`config.mk`:
```
export PLATFORM = sky130hd
export DESIGN_NAME = irq_fanout_router
export DESIGN_NICKNAME = d
export VERILOG_FILES = /design/src/rtl/irq_fanout_pkg.sv /design/src/rtl/irq_sync_bank.sv /design/src/rtl/irq_mask_regs.sv /design/src/rtl/irq_out_stage.sv /design/src/rtl/irq_fanout_router.sv
export SDC_FILE = /design/constraint.sdc
export NUM_CORES = 1
export LEC_CHECK = 0
export CAP_MARGIN = 20
export CORE_ASPECT_RATIO = 2
export CORE_MARGIN = 1.5
export CORE_UTILIZATION = 58
export CTS_BUF_LIST = sky130_fd_sc_hd__clkbuf_8
export DETAILED_ROUTE_END_ITERATION = 8
export GPL_ROUTABILITY_DRIVEN = 0
export PLACE_DENSITY = 0.93
export SLEW_MARGIN = 30
export SYNTH_ARGS = -nofsm -noshare
export SYNTH_HDL_FRONTEND = slang
export SYNTH_HIERARCHICAL = 1
export SYNTH_SLANG_ARGS = --single-unit
```
`constraint.sdc`:
```
create_clock -name clk -period 1.85 [get_ports clk]
set_input_delay 0.555 -clock clk [delete_from_list [all_inputs] [get_ports clk]]
set_output_delay 0.555 -clock clk [all_outputs]
set_load 0.01 [all_outputs]
```
`src/rtl/irq_fanout_pkg.sv`:
```
package irq_fanout_pkg;

  localparam int unsigned STATUS_OFS = 32'h00;
  localparam int unsigned IRQ_BASE   = 32'h10;
  localparam int unsigned MCHK_BASE  = 32'h18;

  // Byte offset of mask index i; indices below num_core are interrupt
  // masks, the rest are machine-check masks.
  function automatic int unsigned mask_ofs(input int unsigned i,
                                           input int unsigned num_core);
    if (i < num_core) return IRQ_BASE + 4 * i;
    else              return MCHK_BASE + 4 * (i - num_core);
  endfunction

endpackage

```
`src/rtl/irq_sync_bank.sv`:
```
module irq_sync_bank #(
  parameter int unsigned       W    = 32,
  parameter logic [W-1:0]      RSVD = '0
) (
  input  logic         clk,
  input  logic         rst,
  input  logic [W-1:0] async_in,
  output logic [W-1:0] sync_out
);

  genvar b;
  generate
    for (b = 0; b < W; b++) begin : g_bit
      if (RSVD[b]) begin : g_tied
        assign sync_out[b] = 1'b0;
      end else begin : g_sync
        logic meta_q, stab_q;
        always_ff @(posedge clk) begin
          if (rst) begin
            meta_q <= 1'b0;
            stab_q <= 1'b0;
          end else begin
            meta_q <= async_in[b];
            stab_q <= meta_q;
          end
        end
        assign sync_out[b] = stab_q;
      end
    end
  endgenerate

endmodule

```
`src/rtl/irq_mask_regs.sv`:
```
module irq_mask_regs
  import irq_fanout_pkg::*;
#(
  parameter int unsigned DATA_W   = 32,
  parameter int unsigned ADDR_W   = 8,
  parameter int unsigned NUM_CORE = 2,
  localparam int unsigned NUM_MASKS = 2 * NUM_CORE
) (
  input  logic                          clk,
  input  logic                          rst,
  input  logic [ADDR_W-1:0]             bus_addr,
  input  logic                          bus_wr,
  input  logic [DATA_W-1:0]             bus_wdata,
  input  logic [DATA_W-1:0]             status,
  output logic [NUM_MASKS*DATA_W-1:0]   mask_flat,
  output logic [DATA_W-1:0]             bus_rdata
);

  logic [NUM_MASKS-1:0] hit;
  logic                 status_hit;

  assign status_hit = (bus_addr == ADDR_W'(STATUS_OFS));

  genvar m;
  generate
    for (m = 0; m < NUM_MASKS; m++) begin : g_mask
      logic [DATA_W-1:0] mask_q;
      assign hit[m] = (bus_addr == ADDR_W'(mask_ofs(m, NUM_CORE)));
      always_ff @(posedge clk) begin
        if (rst)                mask_q <= '0;
        else if (bus_wr && hit[m]) mask_q <= bus_wdata;
      end
      assign mask_flat[m*DATA_W +: DATA_W] = mask_q;
    end
  endgenerate

  logic [DATA_W-1:0] rd_mux;
  always_comb begin
    rd_mux = '0;
    if (status_hit) rd_mux = status;
    for (int i = 0; i < NUM_MASKS; i++)
      if (hit[i]) rd_mux = mask_flat[i*DATA_W +: DATA_W];
  end

  always_ff @(posedge clk) begin
    if (rst) bus_rdata <= '0;
    else     bus_rdata <= rd_mux;
  end

endmodule

```
`src/rtl/irq_out_stage.sv`:
```
module irq_out_stage #(
  parameter int unsigned W = 32
) (
  input  logic         clk,
  input  logic         rst,
  input  logic [W-1:0] status,
  input  logic [W-1:0] enable,
  output logic         line_q
);

  always_ff @(posedge clk) begin
    if (rst) line_q <= 1'b0;
    else     line_q <= |(status & enable);
  end

endmodule

```
`src/rtl/irq_fanout_router.sv`:
```
module irq_fanout_router #(
  parameter int unsigned DATA_W   = 32,
  parameter int unsigned ADDR_W   = 8,
  parameter int unsigned NUM_CORE = 2,
  parameter logic [31:0] RSVD     = 32'hFFFE_0040,
  localparam int unsigned NUM_MASKS = 2 * NUM_CORE
) (
  input  logic                clk,
  input  logic                rst,
  input  logic [DATA_W-1:0]   irq_src,
  input  logic [ADDR_W-1:0]   bus_addr,
  input  logic                bus_wr,
  input  logic [DATA_W-1:0]   bus_wdata,
  output logic [DATA_W-1:0]   bus_rdata,
  output logic [NUM_CORE-1:0] irq_out,
  output logic [NUM_CORE-1:0] mchk_out
);

  logic [DATA_W-1:0]           status_q;
  logic [NUM_MASKS*DATA_W-1:0] mask_flat;
  logic [NUM_MASKS-1:0]        out_vec;

  irq_sync_bank #(.W(DATA_W), .RSVD(RSVD[DATA_W-1:0])) u_sync (
    .clk      (clk),
    .rst      (rst),
    .async_in (irq_src),
    .sync_out (status_q)
  );

  irq_mask_regs #(.DATA_W(DATA_W), .ADDR_W(ADDR_W), .NUM_CORE(NUM_CORE)) u_regs (
    .clk       (clk),
    .rst       (rst),
    .bus_addr  (bus_addr),
    .bus_wr    (bus_wr),
    .bus_wdata (bus_wdata),
    .status    (status_q),
    .mask_flat (mask_flat),
    .bus_rdata (bus_rdata)
  );

  genvar o;
  generate
    for (o = 0; o < NUM_MASKS; o++) begin : g_out
      irq_out_stage #(.W(DATA_W)) u_stage (
        .clk    (clk),
        .rst    (rst),
        .status (status_q),
        .enable (mask_flat[o*DATA_W +: DATA_W]),
        .line_q (out_vec[o])
      );
    end
  endgenerate

  assign irq_out  = out_vec[NUM_CORE-1:0];
  assign mchk_out = out_vec[NUM_MASKS-1:NUM_CORE];

endmodule

```
==> summary.md <==
| Metric | Value |
|---|---|
| Status | `finished with violations` |
| Violated checks | `DRC, setup timing` |
| Critical Path Fanout Max | `13` |
| GRT Total Usage | `0.325` |
| Maximum vdd drop | `557 uV` |
| Initial antenna violation count | `0` |
| Max-cap violations | `0` |
| RSZ-0062 raised after global routing | `false` |
| Clock Latency Late Sink | `0.48 ns` |
| Synth Area in XOR/XNOR | `0` |
| Yosys top cell area share | `0.443` |
| Setup crit start kind | `primary input` |
| Row cnt | `63` |
| Async set-reset flop share out of synthesis | `0` |
| Fin crit share | `1.00` |
| Clock root cell | `clkbuf_8` |
| DR WL/cell | `21.4 um` |
| Critical path required time | `2.25 ns` |
| Starting density of the core | `0.595` |
| Nets | `1144` |
| Hold crit path type | `in2reg` |
| Fin. Hold Viols | `0` |
| Mux cell area share after synthesis | `0.0913` |
| Worst Setup Slack, final | `-0.00773 ns` |
| Antenna-violating nets left | `0` |
| Share of layout cells above drive strength 1 | `0.174` |
| Slew Limit Fails | `0` |
| Synth top cells by count | `nand2_1 (197), dfxtp_1 (196), a21oi_1 (114)` |
| Final wirelength | `27400 um` |
| Fraction of the mapped netlist area in simple logic gates | `0.172` |
| Vias | `8239` |
| DRC | `31` |
| Vias in the first global route | `7775` |
| Clk buf depth | `2` |
| Hold path depth | `2` |
| Final setup fails | `1` |
| First-pass GRT wire length | `40300 um` |
| Post-synth EDFFs | `0` |
| Hpwl dp | `17400 um` |
| Largest family of logic cells by synthesized area | `compound AO/OA/AOI/OAI gates` |
| Worst Path Arrival | `2.26 ns` |
| Fin Setup TNS | `-0.00773 ns` |
| Ports | `111` |
| Worst r2r src | `u_sync/g_bit[10].g_sync.stab_q` |
| Static Leak | `4.17 nW` |
| P&R area growth vs syn | `18.3%` |
| Synth Area in Adders | `0` |
| Reg2Reg Depth | `3` |
| Synth Instances | `972` |
| Port buffer count | `94` |
| Most area-hungry cell type in the Yosys netlist | `dfxtp_1` |
| Die H | `178 um` |
| Synth Flop Type | `dfxtp_1` |
| Peak Freq | `538 MHz` |
| Core area | `14900 sq um` |
| Critical Path, Cell by Cell | `clkdlybuf4s50_1 -> buf_4 -> nor2b_1 -> and4_4 -> buf_12 -> nand2_1 -> a21oi_1` |
| Register bit total from synthesis | `196` |
| Count leader, synth | `nand2_1` |
| Final hold slack | `0.387 ns` |
| Clk slew on worst S/H paths | `0.11 ns` |
| Htree depth | `4` |
| CTS sink cnt | `196` |
| 1st-iter DRT viols | `1580` |
| Dominant cells by area after synthesis | `dfxtp_1 (44%), nand2_1 (8.3%), a21oi_1 (6.4%)` |
| Clk_skew | `0.0165 ns` |
| Hold Path Sink | `u_regs/g_mask[3].mask_q[4]` |
| R2r setup slk | `0.32 ns` |
| Min Tclk post-route | `1.86 ns` |
| Post-Syn Area | `8870 sq um` |
| Total grt overflow | `0` |
| Core Util, Final | `0.704` |
| Seq/Total Area, Yosys | `0.443` |
| Setup crit end kind | `flop` |
| TritonCTS clock tree | `built` |
| Post-synthesis compound-gate area fraction | `0.206` |
| Yosys warns | `6` |
| Max incr delay on CP | `0.51 ns` |
| Largest net degree at the start of global routing | `47` |
| WS Path Type | `in2reg` |
| Die area | `16100 sq um` |
| Post-synth cell types | `44` |
| Drt pass-1 iters | `9` |
| Syn Area/Cell | `9.12 sq um` |
| R2R Path End | `g_out[0].u_stage/line_q` |
| Die X | `90.4 um` |
| Drt via density | `6.45` |
| Diode count | `0` |
| Slowest CP cell | `clkdlybuf4s50_1` |
| CTS buffer count | `17` |
| PwrDens | `720 nW/um^2` |
| Critical hold path startpoint | `rst` |
[layout make-up]
class,instances,area [sq um]
clock inverter,14,133
multi-input combinational,686,4250
timing repair buffer,164,1680
sequential,196,3930
clock buffer,18,248
tap,195,244
fill,992,4410
inverter,4,15.0
[worst max-delay path: cells and delay by family]
kind,cells,cell delay [ns]
AOI/OAI and AO/OA,1,0.19
buffers and inverters,3,0.89
and+or+nand+nor,3,0.62
[layout by cell type (no fill, tap or decap), types with 2 or more instances in the layout]
cell type        instances
inv_6                    4
a21oi_1                112
o41a_1                   4
nor2_1                  43
clkdlybuf4s50_1         50
o21ai_1                 11
nand2_2                 20
dlygate4sd2_1           36
conb_1                  16
dlymetal6s2s_1           6
a221oi_2                22
nand2b_1                 2
nand2_1                197
dfxtp_1                195
buf_4                   49
nor2b_1                 34
buf_12                  14
mux2_2                  23
o22ai_1                 17
clkbuf_8                18
and4_4                   2
inv_1                    5
a21oi_2                  2
a22oi_2                  4
inv_8                    6
buf_6                    5
a22oi_1                 60
clkbuf_16                3
mux2i_1                 54
o21a_1                   8
nand4_1                 19
clkinv_4                 3
o21ai_0                 13
o211a_1                  8
[where the power goes]
group	total (mW)	switching (mW)	internal (mW)
combinational	0.556	0.307	0.249
clock	2.71	1.67	1.04
sequential	4.29	0.0346	4.26
[per-layer routing]
metal	part of all wire	up-vias	global-route usage
met5	0	-	0
met4	0.10	0	0.298
met3	0.11	260	0.0647
met2	0.46	717	0.527
met1	0.33	3678	0.354
li1	-	3584	-
[cells by family after synthesis]
kind of cell	count (synthesis)
DFF	196
and+or+nand+nor	329
buffers and inverters	105
muxes	78
other	1
AOI/OAI and AO/OA	263
[state kept, by name, indices dropped and copies added, names as in the netlist]
| signal | count |
|---|---|
| u_regs/g_mask.mask_q | 128 |
| g_out.u_stage/line_q | 4 |
| u_regs/bus_rdata | 32 |
| u_sync/g_bit.g_sync.meta_q | 16 |
| u_sync/g_bit.g_sync.stab_q | 16 |
[repair_timing]
action                                  4_1_cts  5_1_grt
gates cloned                                  0        4
hold buffers                                  0        0
setup buffers                                 2        0
resized for setup                            40       17
endpoints found under the setup margin       41       84
pin swaps                                     1        4
[how the worst max path moves through the flow]
stage                startpoint                           to  cells after the start
CTS                 bus_addr[4]   u_regs/g_mask[0].mask_q[1]                      7
finish              bus_addr[3]  u_regs/g_mask[2].mask_q[16]                      7
detailed placement  bus_addr[1]          u_regs/bus_rdata[1]                      6
floorplan           bus_addr[2]         u_regs/bus_rdata[12]                      7
global route        bus_addr[3]  u_regs/g_mask[2].mask_q[16]                      7
global placement    bus_addr[1]          u_regs/bus_rdata[1]                      6
[metrics by stage]
step / setup slack (ns) / area (sq um) / instances / power [mW]
final: -0.00773 / 10500 / 1277 / 7.56
after global routing: 0.0356 / 10500 / 1277 / 7.79
after CTS: 0.00586 / 10400 / 1273 / 7.55
after detailed placement: -0.615 / 10000 / 1239 / 4.91
after global placement: -0.528 / 10000 / 1239 / 4.90
after floorplan: 0.220 / 8920 / 987 / 4.68
Power figures use the tool's default switching activity.
